**config.mk**
```make
export PLATFORM = sky130hd
export DESIGN_NAME = mdio_mgmt_slave
export DESIGN_NICKNAME = d
export VERILOG_FILES = /design/src/rtl/mdio_mgmt_pkg.sv /design/src/rtl/mdio_frame_rx.sv /design/src/rtl/mdio_ext_bank.sv /design/src/rtl/mdio_line_drv.sv /design/src/rtl/mdio_mgmt_slave.sv
export SDC_FILE = /design/constraint.sdc
export NUM_CORES = 1
export LEC_CHECK = 0
export ABC_CLOCK_PERIOD_IN_PS = 3200
export BUFFER_PORTS_ARGS = -buffer_cell sky130_fd_sc_hd__buf_2
export CAP_MARGIN = 10
export CORE_UTILIZATION = 36
export CTS_CLUSTER_DIAMETER = 50
export DETAILED_ROUTE_END_ITERATION = 6
export GPL_ROUTABILITY_DRIVEN = 0
export GPL_TIMING_DRIVEN = 0
export PLACE_DENSITY = 0.58
export SLEW_MARGIN = 20
export SYNTH_ARGS = -nofsm -noshare
export SYNTH_HDL_FRONTEND = slang
export SYNTH_SLANG_ARGS = --single-unit
```
**constraint.sdc**
```tcl
create_clock -name mdc -period 3.2 [get_ports mdc]
set_clock_uncertainty 0.1 [all_clocks]
set_input_delay 0.16 -clock mdc [delete_from_list [all_inputs] [get_ports mdc]]
set_output_delay 0.16 -clock mdc [all_outputs]
set_load 0.03 [all_outputs]
```
**src/rtl/mdio_mgmt_pkg.sv**
```systemverilog
`timescale 1ns/1ps
package mdio_mgmt_pkg;

    localparam int PRE_LEN = 32;
    localparam int ONES_W  = $clog2(PRE_LEN + 1);

    localparam logic [4:0] REG_PTR = 5'd30;
    localparam logic [4:0] REG_WIN = 5'd31;

    typedef enum logic [2:0] {
        PH_IDLE,
        PH_START,
        PH_OP,
        PH_PHY,
        PH_REG,
        PH_TURN,
        PH_DATA
    } phase_e;

    typedef struct packed {
        phase_e              ph;
        logic [ONES_W-1:0]   ones;
        logic [3:0]          cnt;
        logic                ext;
        logic [1:0]          op;
        logic [4:0]          pa;
        logic [4:0]          ra;
        logic                hit;
        logic                rd;
        logic [15:0]         sh;
    } frame_s;

endpackage

```
**src/rtl/mdio_frame_rx.sv**
```systemverilog
`timescale 1ns/1ps
module mdio_frame_rx import mdio_mgmt_pkg::*; (
    input  logic        mdc,
    input  logic        rst_n,
    input  logic        mdio_in,
    input  logic [4:0]  strap,
    input  logic [15:0] ptr,
    input  logic [15:0] win_rdata,
    output logic        drv_en,
    output logic        drv_bit,
    output logic        ptr_wr,
    output logic        win_wr,
    output logic        ptr_inc,
    output logic [15:0] wdata
);

    frame_s s_d, s_q;

    logic [1:0]  op_n;
    logic [4:0]  pa_n;
    logic [4:0]  ra_n;
    logic        op_ok;
    logic [15:0] rd_val;

    assign op_n  = {s_q.op[0], mdio_in};
    assign pa_n  = {s_q.pa[3:0], mdio_in};
    assign ra_n  = {s_q.ra[3:0], mdio_in};
    assign op_ok = s_q.ext ? op_n[1] : (op_n == 2'b10 || op_n == 2'b01);
    assign wdata = {s_q.sh[14:0], mdio_in};

    always_comb begin
        if (s_q.ext)              rd_val = win_rdata;
        else if (ra_n == REG_PTR) rd_val = ptr;
        else if (ra_n == REG_WIN) rd_val = win_rdata;
        else                      rd_val = '0;
    end

    always_comb begin
        s_d     = s_q;
        ptr_wr  = 1'b0;
        win_wr  = 1'b0;
        ptr_inc = 1'b0;
        unique case (s_q.ph)
            PH_IDLE: begin
                if (mdio_in) begin
                    if (s_q.ones != ONES_W'(PRE_LEN)) s_d.ones = s_q.ones + 1'b1;
                end else if (s_q.ones == ONES_W'(PRE_LEN)) begin
                    s_d.ph   = PH_START;
                    s_d.ones = '0;
                end else begin
                    s_d.ones = '0;
                end
            end
            PH_START: begin
                s_d.ext = ~mdio_in;
                s_d.ph  = PH_OP;
                s_d.cnt = '0;
            end
            PH_OP: begin
                s_d.op = op_n;
                if (s_q.cnt == 4'd1) begin
                    s_d.cnt = '0;
                    if (op_ok) begin
                        s_d.ph = PH_PHY;
                        s_d.rd = s_q.ext | (op_n == 2'b10);
                    end else begin
                        s_d.ph   = PH_IDLE;
                        s_d.ones = '0;
                    end
                end else begin
                    s_d.cnt = s_q.cnt + 4'd1;
                end
            end
            PH_PHY: begin
                s_d.pa = pa_n;
                if (s_q.cnt == 4'd4) begin
                    s_d.hit = (pa_n == strap);
                    s_d.ph  = PH_REG;
                    s_d.cnt = '0;
                end else begin
                    s_d.cnt = s_q.cnt + 4'd1;
                end
            end
            PH_REG: begin
                s_d.ra = ra_n;
                if (s_q.cnt == 4'd4) begin
                    s_d.ph  = PH_TURN;
                    s_d.cnt = '0;
                    if (s_q.rd) s_d.sh = rd_val;
                    ptr_inc = s_q.ext & ~s_q.op[0] & s_q.hit;
                end else begin
                    s_d.cnt = s_q.cnt + 4'd1;
                end
            end
            PH_TURN: begin
                if (s_q.cnt == 4'd1) begin
                    s_d.ph  = PH_DATA;
                    s_d.cnt = '0;
                end else begin
                    s_d.cnt = s_q.cnt + 4'd1;
                end
            end
            PH_DATA: begin
                s_d.sh = s_q.rd ? {s_q.sh[14:0], 1'b0} : wdata;
                if (s_q.cnt == 4'd15) begin
                    s_d.ph   = PH_IDLE;
                    s_d.ones = '0;
                    s_d.cnt  = '0;
                    if (!s_q.rd && s_q.hit) begin
                        ptr_wr = (s_q.ra == REG_PTR);
                        win_wr = (s_q.ra == REG_WIN);
                    end
                end else begin
                    s_d.cnt = s_q.cnt + 4'd1;
                end
            end
            default: begin
                s_d.ph   = PH_IDLE;
                s_d.ones = '0;
            end
        endcase
    end

    always_ff @(posedge mdc or negedge rst_n) begin
        if (!rst_n) s_q <= frame_s'('0);
        else        s_q <= s_d;
    end

    assign drv_en  = s_q.hit & s_q.rd &
                     ((s_q.ph == PH_TURN && s_q.cnt == 4'd1) || s_q.ph == PH_DATA);
    assign drv_bit = (s_q.ph == PH_DATA) & s_q.sh[15];

    // without a full preamble the parser stays idle
    a_r1_preamble_gate: assert property (@(posedge mdc) disable iff (!rst_n)
        (s_q.ph == PH_IDLE && s_q.ones != ONES_W'(PRE_LEN)) |=> (s_q.ph == PH_IDLE));

    // a bad start/opcode pair sends the parser back to preamble hunting
    a_r8_abort: assert property (@(posedge mdc) disable iff (!rst_n)
        (s_q.ph == PH_OP && s_q.cnt == 4'd1 && !op_ok) |=> (s_q.ph == PH_IDLE && s_q.ones == '0));

endmodule

```
**src/rtl/mdio_ext_bank.sv**
```systemverilog
`timescale 1ns/1ps
module mdio_ext_bank #(
    parameter int          N_REGS   = 8,
    parameter logic [15:0] EXT_BASE = 16'h9000
) (
    input  logic        mdc,
    input  logic        rst_n,
    input  logic        ptr_wr,
    input  logic        win_wr,
    input  logic        ptr_inc,
    input  logic [15:0] wdata,
    output logic [15:0] ptr,
    output logic [15:0] win_rdata
);

    localparam int IDX_W = $clog2(N_REGS);

    logic [15:0] ptr_d, ptr_q;
    logic [15:0] off;
    logic        in_rng;
    logic [N_REGS-1:0][15:0] regs_v;

    assign off    = ptr_q - EXT_BASE;
    assign in_rng = (off < 16'(N_REGS));

    always_comb begin
        ptr_d = ptr_q;
        if (ptr_wr)       ptr_d = wdata;
        else if (ptr_inc) ptr_d = ptr_q + 16'd1;
    end

    always_ff @(posedge mdc or negedge rst_n) begin
        if (!rst_n) ptr_q <= '0;
        else        ptr_q <= ptr_d;
    end

    for (genvar g = 0; g < N_REGS; g++) begin : g_reg
        logic [15:0] r_d, r_q;
        always_comb begin
            r_d = r_q;
            if (win_wr && in_rng && off[IDX_W-1:0] == IDX_W'(g)) r_d = wdata;
        end
        always_ff @(posedge mdc or negedge rst_n) begin
            if (!rst_n) r_q <= '0;
            else        r_q <= r_d;
        end
        assign regs_v[g] = r_q;
    end

    assign ptr       = ptr_q;
    assign win_rdata = in_rng ? regs_v[off[IDX_W-1:0]] : '0;

    // the pointer only moves on a pointer write or an increment
    a_r6_ptr_hold: assert property (@(posedge mdc) disable iff (!rst_n)
        (!ptr_wr && !ptr_inc) |=> $stable(ptr_q));

    // pointer write, window write and increment never coincide
    a_r6_ctl_excl: assert property (@(posedge mdc) disable iff (!rst_n)
        $onehot0({ptr_wr, win_wr, ptr_inc}));

endmodule

```
**src/rtl/mdio_line_drv.sv**
```systemverilog
`timescale 1ns/1ps
module mdio_line_drv (
    input  logic mdc,
    input  logic rst_n,
    input  logic drv_en,
    input  logic drv_bit,
    output logic oe,
    output logic dout
);

    typedef struct packed {
        logic oe;
        logic o;
    } line_s;

    line_s l_d, l_q;

    always_comb begin
        l_d.oe = drv_en;
        l_d.o  = drv_en & drv_bit;
    end

    always_ff @(negedge mdc or negedge rst_n) begin
        if (!rst_n) l_q <= '0;
        else        l_q <= l_d;
    end

    assign oe   = l_q.oe;
    assign dout = l_q.o;

    // run-length of driven bits, kept only for the checks below
    logic [4:0] run_d, run_q;
    always_comb run_d = l_q.oe ? ((run_q == 5'd31) ? run_q : run_q + 5'd1) : 5'd0;
    always_ff @(posedge mdc or negedge rst_n) begin
        if (!rst_n) run_q <= '0;
        else        run_q <= run_d;
    end

    // the first driven bit of a response is the turnaround zero
    a_r2_ta_zero: assert property (@(posedge mdc) disable iff (!rst_n)
        $rose(l_q.oe) |-> !l_q.o);

    // one response drives at most 17 bits (turnaround zero plus 16 data)
    a_r2_drive_len: assert property (@(posedge mdc) disable iff (!rst_n)
        l_q.oe |-> (run_q < 5'd17));

endmodule

```
**src/rtl/mdio_mgmt_slave.sv**
```systemverilog
`timescale 1ns/1ps
module mdio_mgmt_slave #(
    parameter int          N_REGS   = 8,
    parameter logic [15:0] EXT_BASE = 16'h9000
) (
    input  logic       mdc,
    input  logic       rst_n,
    input  logic [4:0] phy_addr_strap,
    input  logic       mdio_i,
    output logic       mdio_o,
    output logic       mdio_oe
);

    logic        drv_en, drv_bit;
    logic        ptr_wr, win_wr, ptr_inc;
    logic [15:0] wdata, ptr, win_rdata;

    mdio_frame_rx u_rx (
        .mdc       (mdc),
        .rst_n     (rst_n),
        .mdio_in   (mdio_i),
        .strap     (phy_addr_strap),
        .ptr       (ptr),
        .win_rdata (win_rdata),
        .drv_en    (drv_en),
        .drv_bit   (drv_bit),
        .ptr_wr    (ptr_wr),
        .win_wr    (win_wr),
        .ptr_inc   (ptr_inc),
        .wdata     (wdata)
    );

    mdio_ext_bank #(.N_REGS(N_REGS), .EXT_BASE(EXT_BASE)) u_bank (
        .mdc       (mdc),
        .rst_n     (rst_n),
        .ptr_wr    (ptr_wr),
        .win_wr    (win_wr),
        .ptr_inc   (ptr_inc),
        .wdata     (wdata),
        .ptr       (ptr),
        .win_rdata (win_rdata)
    );

    mdio_line_drv u_drv (
        .mdc     (mdc),
        .rst_n   (rst_n),
        .drv_en  (drv_en),
        .drv_bit (drv_bit),
        .oe      (mdio_oe),
        .dout    (mdio_o)
    );

endmodule

```
==> results of run 1 <==
layout make-up:
type | instances | area share
Buffer | 57 | 0.0253
Clock buffer | 22 | 0.0456
Tap cell | 330 | 0.0389
Sequential cell | 188 | 0.443
Timing Repair Buffer | 13 | 0.0127
Clock inverter | 9 | 0.0126
Multi-Input combinational cell | 485 | 0.417
Inverter | 13 | 0.00459
registers in the layout, summed over array words and instances, names as in the netlist:
register and flops:
u_bank.g.r_q 128, u_rx.s_q 18, u_bank.ptr 16, u_rx.wdata 15, u_rx.pa_n 4, u_rx.ra_n 4, u_drv.dout 1, u_drv.oe 1
u_rx.op_n 1
worst reg2reg max path, stage by stage, from the launching register on:
cell and delay, ns:
dfrtp_1 0.40, inv_1 0.11, ha_1 0.14, nor3b_2 0.34, nand3b_1 0.11, a21oi_1 0.15
routing by layer:
metal,track usage,wire [µm],vias to the layer above
met1,0.247,10700,3104
met4,0.0471,274,0
met3,0.0318,532,20
met5,0,0,-
met2,0.262,9860,82
li1,-,-,2802
power groups by stage:
| stage | Sequential [mW] | Clock (mW) | Combinational [mW] |
|---|---|---|---|
| floorplan | 2.43 | 0 | 0.0226 |
| global placement | 2.43 | 0 | 0.0815 |
| detailed placement | 2.43 | 0 | 0.0918 |
| CTS | 2.39 | 2.28 | 0.0946 |
| global route | 2.39 | 2.38 | 0.105 |
| finish | 2.39 | 2.24 | 0.0897 |
synth_stat cells, types with 6 or more instances:
cell | n | share of area
dfrtp_1 | 186 | 0.49
o21ai_0 | 34 | 0.018
mux2_2 | 109 | 0.13
mux2_4 | 30 | 0.048
mux4_2 | 32 | 0.076
ha_1 | 12 | 0.016
a21oi_1 | 27 | 0.014
nor2_1 | 18 | 0.0071
xor2_1 | 6 | 0.0056
mux2i_1 | 16 | 0.017
xnor2_1 | 6 | 0.0056
nand4_1 | 7 | 0.0046
nor3_1 | 27 | 0.014
inv_1 | 12 | 0.0048
clkbuf_1 | 37 | 0.015
nand2_1 | 57 | 0.023
nand3_1 | 15 | 0.0079
buf_2 | 12 | 0.0064
a211oi_1 | 15 | 0.012
how the worst max path moves through the flow:
stage | startpoint | depth (start not counted) | endpoint | slack, ns
after global routing | u_rx.s_q[32] | 5 | u_drv.oe | 0.11
final | u_rx.s_q[32] | 5 | u_drv.oe | 0.24
after global placement | rst_n | 1 | u_drv.dout | -2.82
after CTS | u_rx.s_q[32] | 5 | u_drv.oe | 0.02
after floorplan | u_rx.s_q[32] | 5 | u_drv.oe | 0.30
after detailed placement | u_bank.ptr[1] | 7 | u_bank.g_reg[0].r_q[8] | -0.27
stage by stage:
| stage | util | hold slack [ns] |
|---|---|---|
| 6_report | 0.417 | 0.0207 |
| 5_1_grt | 0.417 | 0.0187 |
| 4_1_cts | 0.417 | 0.00828 |
| 3_5_place_dp | 0.391 | -0.122 |
| 3_3_place_gp | 0.389 | 0.382 |
| 2_1_floorplan | - | -0.236 |
kinds of logic (layout without fill, tap and decap cells):
kind of cell	count (synthesis)	count (layout)
buffers and inverters	70	114
xor gates and xnor gates	12	12
DFF	188	188
adders and majority gates	12	12
and+or+nand+nor	164	164
AOI/OAI and AO/OA	110	110
muxes	187	187
timing repair:
action                     CTS  global route
hold buffers                 3             0
setup endpoints to repair   20             1
gates resized for setup      2             1
hold endpoints to repair   187             0
==> impl_results.md, run 1 <==
- Status: completed
- First-pass GRT wire length: 34.8 mm
- Synth Cell Area: 0.00945 mm²
- CP required: a little under 2 ns
- Port Buffers: 8
- Crit Reg-Reg Startpoint: u_rx.s_q[32]
- Area delta synth->final: 12.4%
- Power share of the clock group: 0.475
- Most frequent cells in the layout: dfrtp_1 (186), mux2_2 (109), nand2_1 (57)
- DRC violations left: 0
- Initial antenna violation count: 0
- Initial drt markers: 377
- Cell variety after synth: 63
- Synth Area in XOR/XNOR: 0.0111
- Comb pwr share: 0.019
- Most common cell after layout, fill and taps aside: dfrtp_1
- Nets: between 700 and 800
- Reg2reg end: u_drv.oe
- Post-route cell area: roughly 0.011 mm²
- Post-synthesis adder-cell area fraction: 0.0159
- Worst Reg-to-Reg Cells: 5
- Die height: 164 µm
- Area occupied by multi-input gates: 0.00443 mm²
- Mux cell area share after synthesis: 0.271
- Sw Share: 0.211
- Synth Area per Inst: approximately 13 µm²
- Endpoints failing hold: 0
- Max FO, Critical Path: 5
- Worst hold path class: input pin to asynchronous set/reset pin
- Setup TNS: 0 ns
- Net Sw Power: 0.994 mW
- Slew @ Worst Pin: 1.03 ns
- Antenna viol nets, final: 0
- Sequential-to-total area share from yosys stat: 0.498
- Reg area: 0.00470 mm²
- Flop pwr share: 0.506
- Worst skew pair latency: ~0.43 ns
- Fin worst setup slack: 0.240 ns
- Initial core utilization: 0.371
- Total Power: 4.72 mW
- Fillers: 2380
- Main synth FF type: dfrtp_1
- P per Cell Area: ~440 mW/mm²
- Wire per inst: 19.1 µm
- Vias in the first global route: 6120
- Pins Over Slew Limit: 0
- Postcts setup bufs: 0
- CP delay by family, top: simple AND/OR/NAND/NOR gates
- Synth async-reset ratio: 1.00
- Final setup violation count: 0
- Post-Layout Cell Count: 1117
- Post-synthesis net count: 763
- Crit-path cells: inv_1, ha_1, nor3b_2, nand3b_1, a21oi_1
- I/O Pins: 10
- CTS tree: yes
- Detailed-placement wirelength estimate: around 14 mm
- Number of max-cap violations: 0
- Via Count: 6008
- Slowest cell on crit path: dfrtp_1
- Placed cell area: about 0.01 mm²
- Max Buffers Root-to-Sink: 2
- RSZ-0062 raised after global routing: no
- Worst-case vdd ir drop: about 0.36 mV
- Synthesized flop and latch total: 188
- Post-Route WL: between 20 and 25 mm
- Lkg Pwr: between 4 and 5 nW
- Share of layout cells above drive strength 1: 0.314
- Cells after Synth: 743
- Synth Area in Simple Gates: 0.0985
- Clk root buf: clkbuf_16
- Critical path arrival: 1.69 ns
- Largest net degree at the start of global routing: 91
- Pint: 3.72 mW
- Relative slew margins: 0.308
- Drt first pass iters: 4
- H-Tree Depth: 4
- Critical path type: flop to flop
- Reg clk slew, reported paths: 0.07 ns
- Post-synth EDFFs: 0
- Global-route congestion overflow total: 0
- Standard-cell rows: 58
- Placed Cells: roughly 1100
- Crit path buffers/inverters: 1
- Clk sinks: roughly 190
- Setup crit start kind: flop
- CP peak stage delay: 0.40 ns
- Reg2Reg Setup Slack: 0.24 ns
- CP Capture Type: flop
- Synthesis Warnings: 0
- Antenna Cells: 0
- Vias per cell: around 5.4
- Compound-Gate Fraction of Synth Area: 0.0724
- GRT Total Usage: 0.171
- Largest family of logic cells by synthesized area: multiplexers
- TritonCTS Buffers: 17
- Pre-CTS WS: -0.275 ns
- Die Area: 0.0269 mm²
- DIE WIDTH: 164 µm
- Core Area: roughly 0.025 mm²
Power figures use the tool's default switching activity.
==> run 2: changes to the inputs <==
- ABC_CLOCK_PERIOD_IN_PS: 3200 -> 2400
- PLACE_DENSITY: 0.58 -> 0.6
- clock period: 3.2 -> 2.4 ns (I/O delays scaled with it)
==> run 2 against run 1 <==
  * Highest routed layer unchanged
  * The flow now finishes with violations (negative setup slack)
  * Clock power rose by 25%
  * Routed wire length rose by 2.4%
  * Die area did not move
  * Hold slack improved by 0.12 ns
  * Sequential power rose by 33%
  * Cell count rose by 2.0%
  * Largest power group unchanged
==> impl_results.md, run 2 (synthesized netlist as in run 1, its figures left out) <==
- DIE WIDTH: 164 µm
- Power share of the clock group: 0.460
- Core Area: 0.0255 mm²
- Wire per inst: ~19 µm
- Relative slew margins: 0.457
- Worst Reg-to-Reg Cells: 5
- Port Buffers: 8
- Area delta synth->final: 17.8%
- Max FO, Critical Path: 3
- CP Capture Type: flop
- Max Buffers Root-to-Sink: 2
- Worst-case vdd ir drop: 0.488 mV
- Fin worst setup slack: -0.0626 ns
- Global-route congestion overflow total: 0
- Final setup violation count: 11
- Critical path type: flop to flop
- Worst hold path class: input pin to flop
- Comb pwr share: 0.019
- Antenna viol nets, final: 0
- Net Sw Power: 1.50 mW
- Nets: 816
- Drt first pass iters: 4
- Status: complete, but fails checks
- Standard-cell rows: 58
- Pins Over Slew Limit: 0
- Largest net degree at the start of global routing: 96
- Lkg Pwr: 5.16 nW
- Post-route cell area: 0.0111 mm²
- Sw Share: 0.245
- Endpoints failing hold: 0
- Worst hold path depth: 3
- Antenna Cells: 0
- P per Cell Area: 549 mW/mm²
- Via Count: 6244
- GRT Total Usage: 0.172
- First-pass GRT wire length: 35.1 mm
- Setup crit start kind: flop
- Worst hold endpoint: u_rx.wdata[1]
- Largest reg by FF count: u_bank.g.r_q
- Reg2Reg Setup Slack: -0.06 ns
- Clk root buf: clkbuf_16
- H-Tree Depth: 4
- Max reg flops: 128
- Initial antenna violation count: 0
- Initial drt markers: 459
- Most common cell after layout, fill and taps aside: dfrtp_1
- Vias per cell: between 5 and 6
- Critical path arrival: 1.42 ns
- Most frequent cells in the layout: dfrtp_1 (184), mux2_2 (109), nand2_1 (54)
- Detailed-placement wirelength estimate: around 14 mm
- Pint: 4.61 mW
- DRC violations left: 0
- Hold Crit Start: mdio_i
- Pre-CTS WS: -1.08 ns
- TritonCTS Buffers: 17
- Reg2reg end: u_drv.oe
- Reg clk slew, reported paths: 0.08 ns
- Die height: 164 µm
- Clk sinks: 188
- Placed cell area: 0.00994 mm²
- I/O Pins: 10
- Failing checks: negative setup slack
- Slew @ Worst Pin: 0.807 ns
- Initial core utilization: 0.371
- RSZ-0062 raised after global routing: yes
- CP required: 1.36 ns
- Die Area: 0.0269 mm²
- Vias in the first global route: 6336
- CTS tree: yes
- Worst skew pair latency: 0.44 ns
- Post-Route WL: 21.9 mm
- Crit Reg-Reg Startpoint: u_rx.s_q[31]
- Flop pwr share: 0.521
- Share of layout cells above drive strength 1: 0.373
- Hold slack final: 0.146 ns
- Number of max-cap violations: 0
[run 2: cell types whose count changed in the layout (fill, tap and decap cells not counted), sizes merged]
cell / delta
clkbuf: -4
clkinv: +3
bufinv: -3
inv: +6
buf: +20
[run 2: how the worst max path moves through the flow]
stage                        startpoint                 endpoint  slack [ns]  cells past startpoint
final                      u_rx.s_q[31]                 u_drv.oe       -0.06                      5
after global placement            rst_n               u_drv.dout       -3.10                      1
after CTS                  u_rx.s_q[31]                 u_drv.oe       -0.07                      5
after floorplan            u_rx.s_q[42]                 u_drv.oe        0.01                      4
after global routing       u_rx.s_q[31]                 u_drv.oe       -0.11                      5
after detailed placement  u_bank.ptr[1]  u_bank.g_reg[1].r_q[11]       -1.08                      7
[run 2: power by group through the flow]
| stage | clock network (mW) | registers (mW) | logic (mW) |
|---|---|---|---|
| after floorplan | 0 | 3.24 | 0.0301 |
| after global placement | 0 | 3.25 | 0.107 |
| after detailed placement | 0 | 3.25 | 0.115 |
| after CTS | 2.87 | 3.18 | 0.119 |
| after global routing | 3.00 | 3.18 | 0.134 |
| final | 2.81 | 3.18 | 0.113 |
[run 2: metal layers]
| layer | share of wire | track usage | vias up | wire [µm] |
|---|---|---|---|---|
| li1 | - | - | 2833 | - |
| met1 | 0.47 | 0.239 | 3250 | 10300 |
| met2 | 0.48 | 0.272 | 145 | 10400 |
| met3 | 0.043 | 0.0348 | 16 | 934 |
| met4 | 0.011 | 0.0505 | 0 | 248 |
| met5 | 0 | 0 | - | 0 |
[run 2: layout make-up]
type,instances,area [µm²]
Multi-Input combinational cell,485,4630
Tap cell,330,413
Buffer,50,319
Clock buffer,17,425
Fill cell,2271,14300
Timing Repair Buffer,41,422
Sequential cell,188,4710
Inverter,13,48.8
Clock inverter,15,168
[run 2: per-stage QoR]
stage	std cells	setup TNS, ns	utilization	power (mW)
final	1139	-0.256	0.437	6.11
after global placement	1081	-466.60	0.389	3.35
after floorplan	743	0	-	3.27
after global routing	1139	-0.930	0.437	6.32
after CTS	1131	-1.44	0.432	6.18
after detailed placement	1082	-71.57	0.390	3.36
[run 2: critical path, cell delays in order, from the launching register on]
cell,delay (ns)
dfrtp_1,0.41
buf_6,0.13
ha_4,0.14
nor3b_4,0.14
nand3b_1,0.09
a21oi_1,0.06
[run 2: what timing repair did]
| action | in CTS | in global routing |
|---|---|---|
| gates resized for setup | 73 | 25 |
| hold buffers | 3 | 0 |
| setup endpoints to repair | 165 | 130 |
| pin swaps | 3 | 8 |
| hold endpoints to repair | 93 | 0 |
| buffers inserted | 16 | 10 |
| gates cloned | 1 | 2 |
